**src/rtl/rtc_pkg.sv**
```systemverilog
package rtc_pkg;
  // Byte offsets of the register window; software depends on these positions.
  localparam int unsigned OFS_TIME_LO  = 32'h00;
  localparam int unsigned OFS_TIME_HI  = 32'h04;
  localparam int unsigned OFS_ALM_LO   = 32'h08;
  localparam int unsigned OFS_ALM_HI   = 32'h0C;
  localparam int unsigned OFS_IRQ_EN   = 32'h10;
  localparam int unsigned OFS_ALM_STOP = 32'h14;
  localparam int unsigned OFS_STATUS   = 32'h18;
  localparam int unsigned OFS_IRQ_ACK  = 32'h1C;
endpackage

```
**src/rtl/rtc_counter.sv**
```systemverilog
module rtc_counter #(
  parameter int unsigned HALF_W = 32,
  parameter int unsigned STEP   = 10,
  localparam int unsigned CNT_W = 2 * HALF_W
) (
  input  logic              clk,
  input  logic              rst_n,
  input  logic              wr_lo,
  input  logic              wr_hi,
  input  logic              snap,
  input  logic [HALF_W-1:0] wdata,
  output logic [CNT_W-1:0]  count,
  output logic [HALF_W-1:0] held_hi
);
  always_ff @(posedge clk) begin
    if (!rst_n) begin
      count   <= '0;
      held_hi <= '0;
    end else begin
      if (wr_lo)      count <= {count[CNT_W-1:HALF_W], wdata};
      else if (wr_hi) count <= {wdata, count[HALF_W-1:0]};
      else            count <= count + CNT_W'(STEP);
      if (snap) held_hi <= count[CNT_W-1:HALF_W];
    end
  end

  logic past_ok;
  always_ff @(posedge clk) past_ok <= rst_n;

  p_step_r2: assert property (@(posedge clk) disable iff (!rst_n)
    past_ok && !$past(wr_lo || wr_hi) |-> count == $past(count) + CNT_W'(STEP));
  p_low_write_r4: assert property (@(posedge clk) disable iff (!rst_n)
    past_ok && $past(wr_lo) |-> count[HALF_W-1:0] == $past(wdata)
      && count[CNT_W-1:HALF_W] == $past(count[CNT_W-1:HALF_W]));
  p_snapshot_r3: assert property (@(posedge clk) disable iff (!rst_n)
    past_ok && $past(snap) |-> held_hi == $past(count[CNT_W-1:HALF_W]));
endmodule

```
**src/rtl/rtc_alarm.sv**
```systemverilog
module rtc_alarm #(
  parameter int unsigned HALF_W = 32,
  localparam int unsigned CNT_W = 2 * HALF_W
) (
  input  logic              clk,
  input  logic              rst_n,
  input  logic [CNT_W-1:0]  count,
  input  logic              wr_tgt_lo,
  input  logic              wr_tgt_hi,
  input  logic              wr_en,
  input  logic              stop,
  input  logic              ack,
  input  logic [HALF_W-1:0] wdata,
  output logic [CNT_W-1:0]  target,
  output logic              running,
  output logic              pending,
  output logic              enable,
  output logic              irq
);
  logic [CNT_W-1:0] armed_target;
  logic             already_due;
  logic             reached;

  always_comb begin
    armed_target = {target[CNT_W-1:HALF_W], wdata};
    already_due  = armed_target <= count;
    reached      = running && (count >= target);
  end

  always_ff @(posedge clk) begin
    if (!rst_n) begin
      target  <= '0;
      running <= 1'b0;
      pending <= 1'b0;
      enable  <= 1'b0;
    end else begin
      if (wr_tgt_hi) target[CNT_W-1:HALF_W] <= wdata;
      if (wr_tgt_lo) target[HALF_W-1:0]     <= wdata;

      if (wr_tgt_lo)              running <= !already_due;
      else if (stop || reached)   running <= 1'b0;

      if ((wr_tgt_lo && already_due) || (reached && !stop && !wr_tgt_lo))
        pending <= 1'b1;
      else if (ack)
        pending <= 1'b0;

      if (wr_en) enable <= wdata[0];
    end
  end

  assign irq = pending & enable;

  logic past_ok;
  always_ff @(posedge clk) past_ok <= rst_n;

  p_due_now_r6: assert property (@(posedge clk) disable iff (!rst_n)
    past_ok && $past(wr_tgt_lo) && target <= $past(count) |-> pending && !running);
  p_fire_r7: assert property (@(posedge clk) disable iff (!rst_n)
    past_ok && $fell(running) && !$past(stop) && !$past(wr_tgt_lo) |-> pending);
  p_stop_r9: assert property (@(posedge clk) disable iff (!rst_n)
    past_ok && $past(stop) |-> !running && pending == $past(pending));
  p_ack_r9: assert property (@(posedge clk) disable iff (!rst_n)
    past_ok && $past(ack) && !$past(reached) |-> !pending);
endmodule

```
**src/rtl/rtc_ns_alarm.sv**
```systemverilog
module rtc_ns_alarm
  import rtc_pkg::*;
#(
  parameter int unsigned ADDR_W     = 6,
  parameter int unsigned DATA_W     = 32,
  parameter int unsigned NS_PER_CLK = 10
) (
  input  logic              clk,
  input  logic              rst_n,
  input  logic              bus_valid,
  input  logic              bus_write,
  input  logic [ADDR_W-1:0] bus_addr,
  input  logic [DATA_W-1:0] bus_wdata,
  output logic              rsp_valid,
  output logic [DATA_W-1:0] rsp_rdata,
  output logic              irq
);
  localparam int unsigned CNT_W = 2 * DATA_W;

  logic rd, wr;
  logic at_time_lo, at_time_hi, at_alm_lo, at_alm_hi;
  logic at_en, at_stop, at_status, at_ack;

  always_comb begin
    rd         = bus_valid && !bus_write;
    wr         = bus_valid &&  bus_write;
    at_time_lo = bus_addr == ADDR_W'(OFS_TIME_LO);
    at_time_hi = bus_addr == ADDR_W'(OFS_TIME_HI);
    at_alm_lo  = bus_addr == ADDR_W'(OFS_ALM_LO);
    at_alm_hi  = bus_addr == ADDR_W'(OFS_ALM_HI);
    at_en      = bus_addr == ADDR_W'(OFS_IRQ_EN);
    at_stop    = bus_addr == ADDR_W'(OFS_ALM_STOP);
    at_status  = bus_addr == ADDR_W'(OFS_STATUS);
    at_ack     = bus_addr == ADDR_W'(OFS_IRQ_ACK);
  end

  logic [CNT_W-1:0]  count, target;
  logic [DATA_W-1:0] held_hi;
  logic              running, pending, enable;

  rtc_counter #(.HALF_W(DATA_W), .STEP(NS_PER_CLK)) u_counter (
    .clk     (clk),
    .rst_n   (rst_n),
    .wr_lo   (wr && at_time_lo),
    .wr_hi   (wr && at_time_hi),
    .snap    (rd && at_time_lo),
    .wdata   (bus_wdata),
    .count   (count),
    .held_hi (held_hi)
  );

  rtc_alarm #(.HALF_W(DATA_W)) u_alarm (
    .clk       (clk),
    .rst_n     (rst_n),
    .count     (count),
    .wr_tgt_lo (wr && at_alm_lo),
    .wr_tgt_hi (wr && at_alm_hi),
    .wr_en     (wr && at_en),
    .stop      (wr && at_stop),
    .ack       (wr && at_ack),
    .wdata     (bus_wdata),
    .target    (target),
    .running   (running),
    .pending   (pending),
    .enable    (enable),
    .irq       (irq)
  );

  logic [DATA_W-1:0] rd_mux;
  logic              readable;

  always_comb begin
    readable = at_time_lo || at_time_hi || at_alm_lo || at_alm_hi || at_en || at_status;
    rd_mux   = '0;
    if (at_time_lo)     rd_mux = count[DATA_W-1:0];
    else if (at_time_hi) rd_mux = held_hi;
    else if (at_alm_lo)  rd_mux = target[DATA_W-1:0];
    else if (at_alm_hi)  rd_mux = target[CNT_W-1:DATA_W];
    else if (at_en)      rd_mux = DATA_W'(enable);
    else if (at_status)  rd_mux = DATA_W'(running);
  end

  always_ff @(posedge clk) begin
    if (!rst_n) begin
      rsp_valid <= 1'b0;
      rsp_rdata <= '0;
    end else begin
      rsp_valid <= rd;
      if (rd) rsp_rdata <= rd_mux;
    end
  end

  logic past_ok;
  always_ff @(posedge clk) past_ok <= rst_n;

  p_unmapped_zero_r11: assert property (@(posedge clk) disable iff (!rst_n)
    past_ok && $past(rd && !readable) |-> rsp_valid && rsp_rdata == '0);
  p_irq_gated_r8: assert property (@(posedge clk) disable iff (!rst_n)
    past_ok && $past(wr && at_en && !bus_wdata[0]) |-> !irq);
endmodule

```
**config.mk**
```make
export PLATFORM = sky130hd
export DESIGN_NAME = rtc_ns_alarm
export DESIGN_NICKNAME = d
export VERILOG_FILES = /design/src/rtl/rtc_pkg.sv /design/src/rtl/rtc_counter.sv /design/src/rtl/rtc_alarm.sv /design/src/rtl/rtc_ns_alarm.sv
export SDC_FILE = /design/constraint.sdc
export NUM_CORES = 1
export LEC_CHECK = 0
export BUFFER_PORTS_ARGS = -buffer_cell sky130_fd_sc_hd__buf_2
export CAP_MARGIN = 10
export CORE_UTILIZATION = 55
export CTS_CLUSTER_DIAMETER = 200
export DETAILED_ROUTE_END_ITERATION = 8
export PLACE_DENSITY_LB_ADDON = 0.1
export REMOVE_ABC_BUFFERS = 1
export SLEW_MARGIN = 10
export SYNTH_ARGS = -nofsm -noshare
export SYNTH_HDL_FRONTEND = slang
export SYNTH_SLANG_ARGS = --single-unit
```
**constraint.sdc**
```tcl
create_clock -name clk -period 7.01 [get_ports clk]
set_clock_uncertainty 0.05 [all_clocks]
set_input_delay 0.3505 -clock clk [delete_from_list [all_inputs] [get_ports clk]]
set_output_delay 0.3505 -clock clk [all_outputs]
set_load 0.01 [all_outputs]
```
Word-level counts from Yosys, hierarchy flattened
Index checks and enable logic that the tools add are counted.

operators by class
  order comparisons = 2
  $add $sub $neg = 1
  bitwise gates (word level) = 1
  equality and inequality tests = 8
  multiplexer cells = 12
  reduce and logical (&&, ||, !) cells = 23

operators with widths
  cell                                                 count
  2-to-1 mux 32 bit                                    5
  adder 64 x 4 -> 64 bit, second input constant        1
  greater-or-equal comparator 64 bit                   1
  <= comparator 64 bit                                 1
  2-to-1 mux 64 bit                                    1
  equality test 6 x 5 -> 1 bit, second input constant  4
  logical AND 1 bit                                    14
  equality test 6 x 4 -> 1 bit, second input constant  2
  equality test 6 x 3 -> 1 bit, second input constant  1
  logical NOT 6 bit                                    1
  2-to-1 mux 1 bit                                     6
  logical NOT 1 bit                                    4
  nonzero test 2 bit                                   2
  logical OR 1 bit                                     2
  != test 2 x 1 -> 1 bit, second input constant        1
  AND 1 bit                                            1

word-level totals
  input port bits = 42
  register bits = 196
  output and inout port bits = 34

Logic depth before layout (Yosys ltp)
Gate-level depths: netlist of the first run.

  depth in word-level cells = 7
  gate-level depth with buffers = 10
  gate-level depth less buffers = 9

Cells and area by module
From an unflattened synthesis of the first run, not the netlist that was laid out.

second synthesis, totals
  cell total of the unflattened synthesis = 1610
  area total of the unflattened synthesis = 13515.5 um^2

modules (own cells, without submodules)
  module        instances  sequential area each (um^2)  area an instance (um^2)  cells an instance
  rtc_alarm     1          1341.3                       5729.2                   656
  rtc_counter   1          1921.8                       5228.8                   634
  rtc_ns_alarm  1          660.6                        2557.5                   320

Worst setup path before layout of the first run
Ideal clock, no wire load.

  path kind = reg2reg
  start point = register u_counter.count[7]
  end point = register u_alarm.pending
  path slack = 4628 ps
  period minus slack after synthesis = 2382 ps
  setup time = 92 ps
  data arrival time = 2240 ps
  stages on the path, launching flop included = 10
  path buffers = 1
  cell sequence = dfxtp_1 > clkbuf_1 > inv_1 > ha_1 > a21oi_1 > a211oi_1 > or4b_2 > a21oi_1 > o21ai_0 > o32ai_1

between the ends
  cells in the longest elaborated chain, start to end = 6
  elaborated cells between the ends (all ways) = 9
  those cells by class = order compare (2); mux (1); reduce/logical (6)

ends and longest elaborated chain
  element                                                        line               source
  start: declaration                                             rtc_counter.sv:12  output logic [CNT_W-1:0] count,
  start signal: assignment                                       rtc_counter.sv:20  if (wr_lo) count <= {count[CNT_W-1:HALF_W], wdata};
  start signal: assignment                                       rtc_counter.sv:21  else if (wr_hi) count <= {wdata, count[HALF_W-1:0]};
  start signal: assignment                                       rtc_counter.sv:22  else count <= count + CNT_W'(STEP);
  greater-or-equal comparator 64 bit                             rtc_alarm.sv:27    reached = running && (count >= target);
  logical AND 1 bit                                              rtc_alarm.sv:27
  logical AND 1 bit (2 in a row)                                 rtc_alarm.sv:43    if ((wr_tgt_lo && already_due) || (reached && !stop && !wr_tgt_lo))
  logical OR 1 bit *                                             rtc_alarm.sv:43
  2-to-1 mux 1 bit / nonzero test 2 bit (equally long branches)  n/a
  end signal: assignment                                         rtc_alarm.sv:34    pending <= 1'b0;
  end signal: assignment                                         rtc_alarm.sv:44    pending <= 1'b1;
  end signal: assignment                                         rtc_alarm.sv:46    pending <= 1'b0;
  end: declaration                                               rtc_alarm.sv:16    output logic pending,

Mark *: on every way between the ends. The rest lies on a longest branch, timed or not.
A chain may end at the register's enable or synchronous reset.

Final worst setup path of the first run
  start point = register u_counter.count[28]
  end point = register u_counter.count[56]

between the ends
  cells in the longest elaborated chain, start to end = 2

ends and longest elaborated chain
  element                 line
  adder 64 x 4 -> 64 bit  rtc_counter.sv:22
  2-to-1 mux 64 bit       rtc_counter.sv:21

Every way passes these cells. The select of a mux whose other input is x is not followed.

==> results.ini, run 1 <==
[run_status]
status=completed

[floorplan]
row_count=53
die_h_um=149
start_util=0.564
die_x_um=149
core_um2=21200
die_area_um2=22300
ios=76

[clock_network]
hold_buffers=0
postCtsSetupRepairBufs=0
clk_latency_ns=0.45
cts_tree=yes
cts_buffer_depth=2
cts_buffers=17
cts.sinks=196
htreeDepth=4
clkSlewWorstSetupHoldPaths_ns=0.08
post_cts_resized=0
cts-root-buf=clkbuf_16

[synthesis]
synth_ff_type=dfxtp_1
ys_warn_count=0
synth_edf_count=0
synth_cells=1593
synthesis.area_um2=11900
syn_avg_cell_area_um2=7.49
synth_top_cell_by_area=dfxtp_1
yosysUniqueCellTypes=59
synth_top_area_share=0.329
async_flop_share=0
yosysSeqAreaShare=0.329
yosysMostFrequentCell=nand2_1
synth_commonest_cells=319 x nand2_1, 208 x a21oi_1, 196 x dfxtp_1
synth_seq_cells=196
synth.area.top_cells=dfxtp_1 33%, ha_1 14%, nand2_1 10%

[drt]
drtIter0Drc=1139
dr.pass1.iters=9
wire_per_inst_um=19.4
drc_errors=0
via_count=11907
vias_per_cell=6.30
routed_wirelength_mm=36.6
ant_nets=0

[setup_path]
r2r_slack_ns=3.99
worstSetupPathType=register to register
cp-start-kind=register
reg2reg_to=u_counter.count[56]
arrival_ns=3.26
setup.worst_path.end_class=register
cp.required_ns=7.25
cp_max_fo=11
timing.rr.start=u_counter.count[28]
r2r_cells=7
endpoint=u_counter.count[56]
startpoint=u_counter.count[28]

[hold_path]
min-delay-path-class=input pin to register

[grt]
track_usage=0.335
antenna_found_initial=0
grt_pass1_vias=10913
grt_max_degree=83
grt_pass1_wl_mm=58.7
overflow=0

[sta]
fin_crit_sh=0.431
min_period_ns=3.02
fin_setup_tns_ns=0
fmax_mhz=331
setup_viol=0
worst_pin_slew_ns=0.935
hold_viol=0
drv_slew=0
slew_headroom=0.377
rsz0062_at_grt=no
hold-worst-slack_ns=0.141

[layout]
multi_input_area_um2=7130
seq_area_um2=3920
drive_above_1_share=0.0886
fill_cells=1977
nets=1772
diodes=0
area_delta_synth_final_pct=8.59

[power_and_ir_drop]
totalPowerFinal_mw=2.28
p_per_area_nw_per_um2=176
leakagePower_nw=4.59
ir_drop_mv=0.177

[run]
cap_violations=0

[placed_design]
place.gp.congestion=0.919
port_buffers=75
dp_hpwl_mm=24.4

critical path, stage by stage (launching register included):
cell     delay (ns)
dfxtp_1        0.54
nand4_2        0.26
nor4_2         0.55
nand4_2        0.32
nor4_4         0.59
a41oi_1        0.22
o21ai_0        0.22
a21oi_1        0.09
per-stage QoR:
step,util,std cells,instance area (um^2),setup WS [ns]
detailed placement,0.586,1857,12400,3.95
global placement,0.586,1857,12400,4.00
floorplan,-,1491,11500,3.06
finish,0.612,1889,13000,3.99
global route,0.612,1889,13000,3.86
CTS,0.612,1889,13000,4.06
layer usage:
metal	wire length (um)	share of wire	vias up	track usage
met5	0	0	-	0
met4	691	0.019	0	0.0985
met3	2590	0.071	64	0.0440
met2	16700	0.46	497	0.544
met1	16600	0.45	5657	0.460
li1	-	-	5689	-
cell families after synthesis:
| group | Yosys count | synth area share |
|---|---|---|
| AND/OR/NAND/NOR | 535 | 0.206 |
| multiplexers | 2 | 0.00178 |
| buffers and inverters | 235 | 0.0745 |
| flip-flops | 196 | 0.329 |
| AO/OA/AOI/OAI | 495 | 0.252 |
| XOR/XNOR | 1 | 0.000734 |
| adder cells (fa/ha/maj) | 129 | 0.135 |
worst min-delay path by stage:
stage	start	to	slack [ns]	depth (start not counted)
final	bus_wdata[18]	u_alarm.target[50]	0.14	3
after global routing	bus_wdata[30]	u_alarm.target[62]	0.15	3
after CTS	bus_wdata[18]	u_alarm.target[50]	0.14	3
after detailed placement	u_counter.held_hi[21]	u_counter.held_hi[21]	0.40	2
after global placement	u_counter.held_hi[31]	u_counter.held_hi[31]	0.39	2
after floorplan	u_counter.held_hi[31]	u_counter.held_hi[31]	0.39	2
layout by cell type (no fill, tap or decap), types with 4 or more instances in the layout:
master / instances
nand3_1: 28
o211ai_1: 8
a221oi_1: 17
nor2_1: 58
a21o_1: 13
or3_1: 5
and3_1: 13
inv_1: 132
a22oi_1: 4
clkinvlp_4: 4
and4_1: 8
nor3_1: 24
inv_6: 4
nor4_1: 13
nand4_1: 30
nor4_2: 4
o21a_1: 4
a222oi_1: 33
a211oi_1: 7
a32oi_1: 16
buf_4: 16
buf_2: 75
ha_1: 129
clkbuf_16: 17
a31oi_1: 57
o21ai_0: 104
dfxtp_1: 196
and2_1: 6
nand2_1: 319
a21oi_1: 208
area by class of cell:
type                            count  area share
Tap cell                          275      0.0266
Sequential cell                   196       0.303
Inverter                          133      0.0387
Clock inverter                     12     0.00927
Clock buffer                       20      0.0337
Timing Repair Buffer               91      0.0383
Multi-Input combinational cell   1162       0.551
sequential cells by signal, summed over array words and instances, names as in the netlist:
signal             flops
u_alarm.enable         1
u_counter.held_hi     32
u_alarm.running        1
u_alarm.pending        1
rsp_valid              1
u_counter.count       64
rsp_rdata             32
u_alarm.target        64
where the power goes:
| group | internal (mW) | leakage [nW] | switching, mW |
|---|---|---|---|
| Clock | 0.497 | 0.260 | 0.474 |
| Sequential | 1.13 | 1.58 | 0.0141 |
| Combinational | 0.0586 | 2.74 | 0.109 |
(Power assumes the default switching activity.)
==> inputs of run 2 (changes only) <==
==> constraint.sdc (replaced) <==
create_clock -name clk -period 2.6 [get_ports clk]
set_clock_uncertainty 0.05 [all_clocks]
set_input_delay 0.13 -clock clk [delete_from_list [all_inputs] [get_ports clk]]
set_output_delay 0.13 -clock clk [all_outputs]
set_load 0.01 [all_outputs]
==> results.ini, run 2 (same netlist as run 1, synthesis figures left out) <==
[run_status]
status=completed

[setup_path]
crit_slowest_cell=ha_1
timing.rr.start=u_counter.count[31]
cp_max_fo=6
path_cells=buf_4, ha_1, nand4_1, buf_4, nor4_4, a221oi_1, o211ai_1, a31oi_1, o21a_1, o32ai_1
setup.worst_path.end_class=register
r2r_slack_ns=0.05
slowest_delay_ns=0.35
arrival_ns=2.85
cp.required_ns=2.90
reg2reg_to=u_alarm.pending
cp-start-kind=register
r2r_cells=10
worstSetupPathType=register to register
crit_top_cell=buf_4

[grt]
overflow=0
met1_usage=0.498
met2_usage=0.553
antenna_found_initial=0
grt_pass1_wl_mm=61.1
grt.busiest_layer=met2
track_usage=0.351
grt_use_met3=0.0428
grt_max_degree=77
grt_pass1_vias=11162

[placed_design]
place.gp.congestion=0.951
port_buffers=75
dp_hpwl_mm=27.2
numPlacedInstances=1930
pre_cts_ws_ns=-0.0995

[floorplan]
die_area_um2=22300
core_um2=21200
ios=76
start_util=0.564
die_h_um=149
die_x_um=149
row_count=53

[sta]
hold_viol=0
min_period_ns=2.55
finalWorstSetupSlack_ns=0.0481
hold-worst-slack_ns=0.0312
slew_headroom=0.436
worst_pin_slew_ns=0.845
setup_viol=0
rsz0062_at_grt=no
drv_slew=0
fin_crit_sh=0.982
fmax_mhz=392
fin_setup_tns_ns=0

[layout]
final_cell_mix=319 x nand2_1, 205 x a21oi_1, 190 x dfxtp_1
area_delta_synth_final_pct=17.1
diodes=0
top_regs=u_alarm.target (64), u_counter.count (64)
nets=1878
final_common_cell=nand2_1
layoutNonFillerInstCount=1995
fill_cells=1854
utilization=0.660
drive_above_1_share=0.135

[clock_network]
cts_buffer_depth=2
cts_tree=yes
clkSlewWorstSetupHoldPaths_ns=0.08
clk_latency_ns=0.44
cts_buffers=17
cts.sinks=196
htreeDepth=4
cts-root-buf=clkbuf_16

[drt]
via_count=12464
routed_wirelength_mm=38.8
drc_errors=0
wire_per_inst_um=19.4
dr.pass1.iters=9
vias_per_cell=6.25
drtIter0Drc=1641
ant_nets=0

[power_and_ir_drop]
p_int_mw=4.71
power_frac_clock=0.433
p_per_area_nw_per_um2=456
power.switching_mw=1.66
ir_drop_mv=0.484
combPwrFrac=0.084
pwr-share-seq=0.482
leakagePower_nw=5.16
swShare=0.260

[hold_path]
min_to=u_counter.count[40]
hp-start=rst_n
min-delay-path-class=input pin to register
min_path_cells=3

[run]
cap_violations=0

==> run 2: timing repair <==
item                                    in CTS  in global routing
endpoints found under the setup margin       2                 14
hold buffers                                31                  0
endpoints found under the hold margin       89                  0
pin swaps                                    0                  4
setup buffers                                0                  2
gates resized for setup                      4                 13
==> run 2: worst max path at each step <==
stage	start	to	slack, ns	depth (start not counted)
6_report	u_counter.count[31]	u_alarm.pending	0.05	10
5_1_grt	u_counter.count[53]	u_alarm.pending	0.03	10
4_1_cts	u_counter.count[31]	u_alarm.pending	0.03	9
3_5_place_dp	u_counter.count[31]	u_alarm.pending	-0.1	9
3_3_place_gp	u_counter.count[31]	u_alarm.pending	-0.09	9
2_1_floorplan	bus_write	u_counter.held_hi[0]	-1.13	4
==> run 2: per-layer routing <==
metal	up-vias	part of all wire
met1	5896	0.45
met2	588	0.45
li1	5904	-
met3	76	0.082
met4	0	0.022
met5	-	0
==> run 2: power groups by stage <==
stage	Clock, mW	Combinational [mW]	Sequential, mW
after detailed placement	0	0.475	3.14
after floorplan	0	0.228	3.15
after CTS	2.77	0.518	3.07
after global placement	0	0.469	3.14
after global routing	2.90	0.584	3.08
final	2.76	0.536	3.07
==> run 2: worst max-delay path, delay by kind of cell (launching register included) <==
kind                       cells  cell delay (ns)
adders and majority gates      1             0.35
AOI/OAI and AO/OA              5             0.94
and+or+nand+nor                2             0.44
buffers and inverters          2             0.34
DFF                            1             0.34
==> run 2: through the flow <==
step	total power [mW]	cell area [um^2]
after floorplan	3.38	11500
after global placement	3.61	13000
after detailed placement	3.61	13000
after CTS	6.36	13900
after global routing	6.56	14000
final	6.36	14000
==> run 2: layout make-up <==
type	count	area [um^2]	share of cell area
flip-flops and latches	196	3930	0.282
clock inverters	14	166	0.0119
well taps	275	344	0.0246
inverters	133	502	0.0359
repair buffers	197	1410	0.101
clock buffers	18	429	0.0307
multi-input cells	1162	7180	0.514
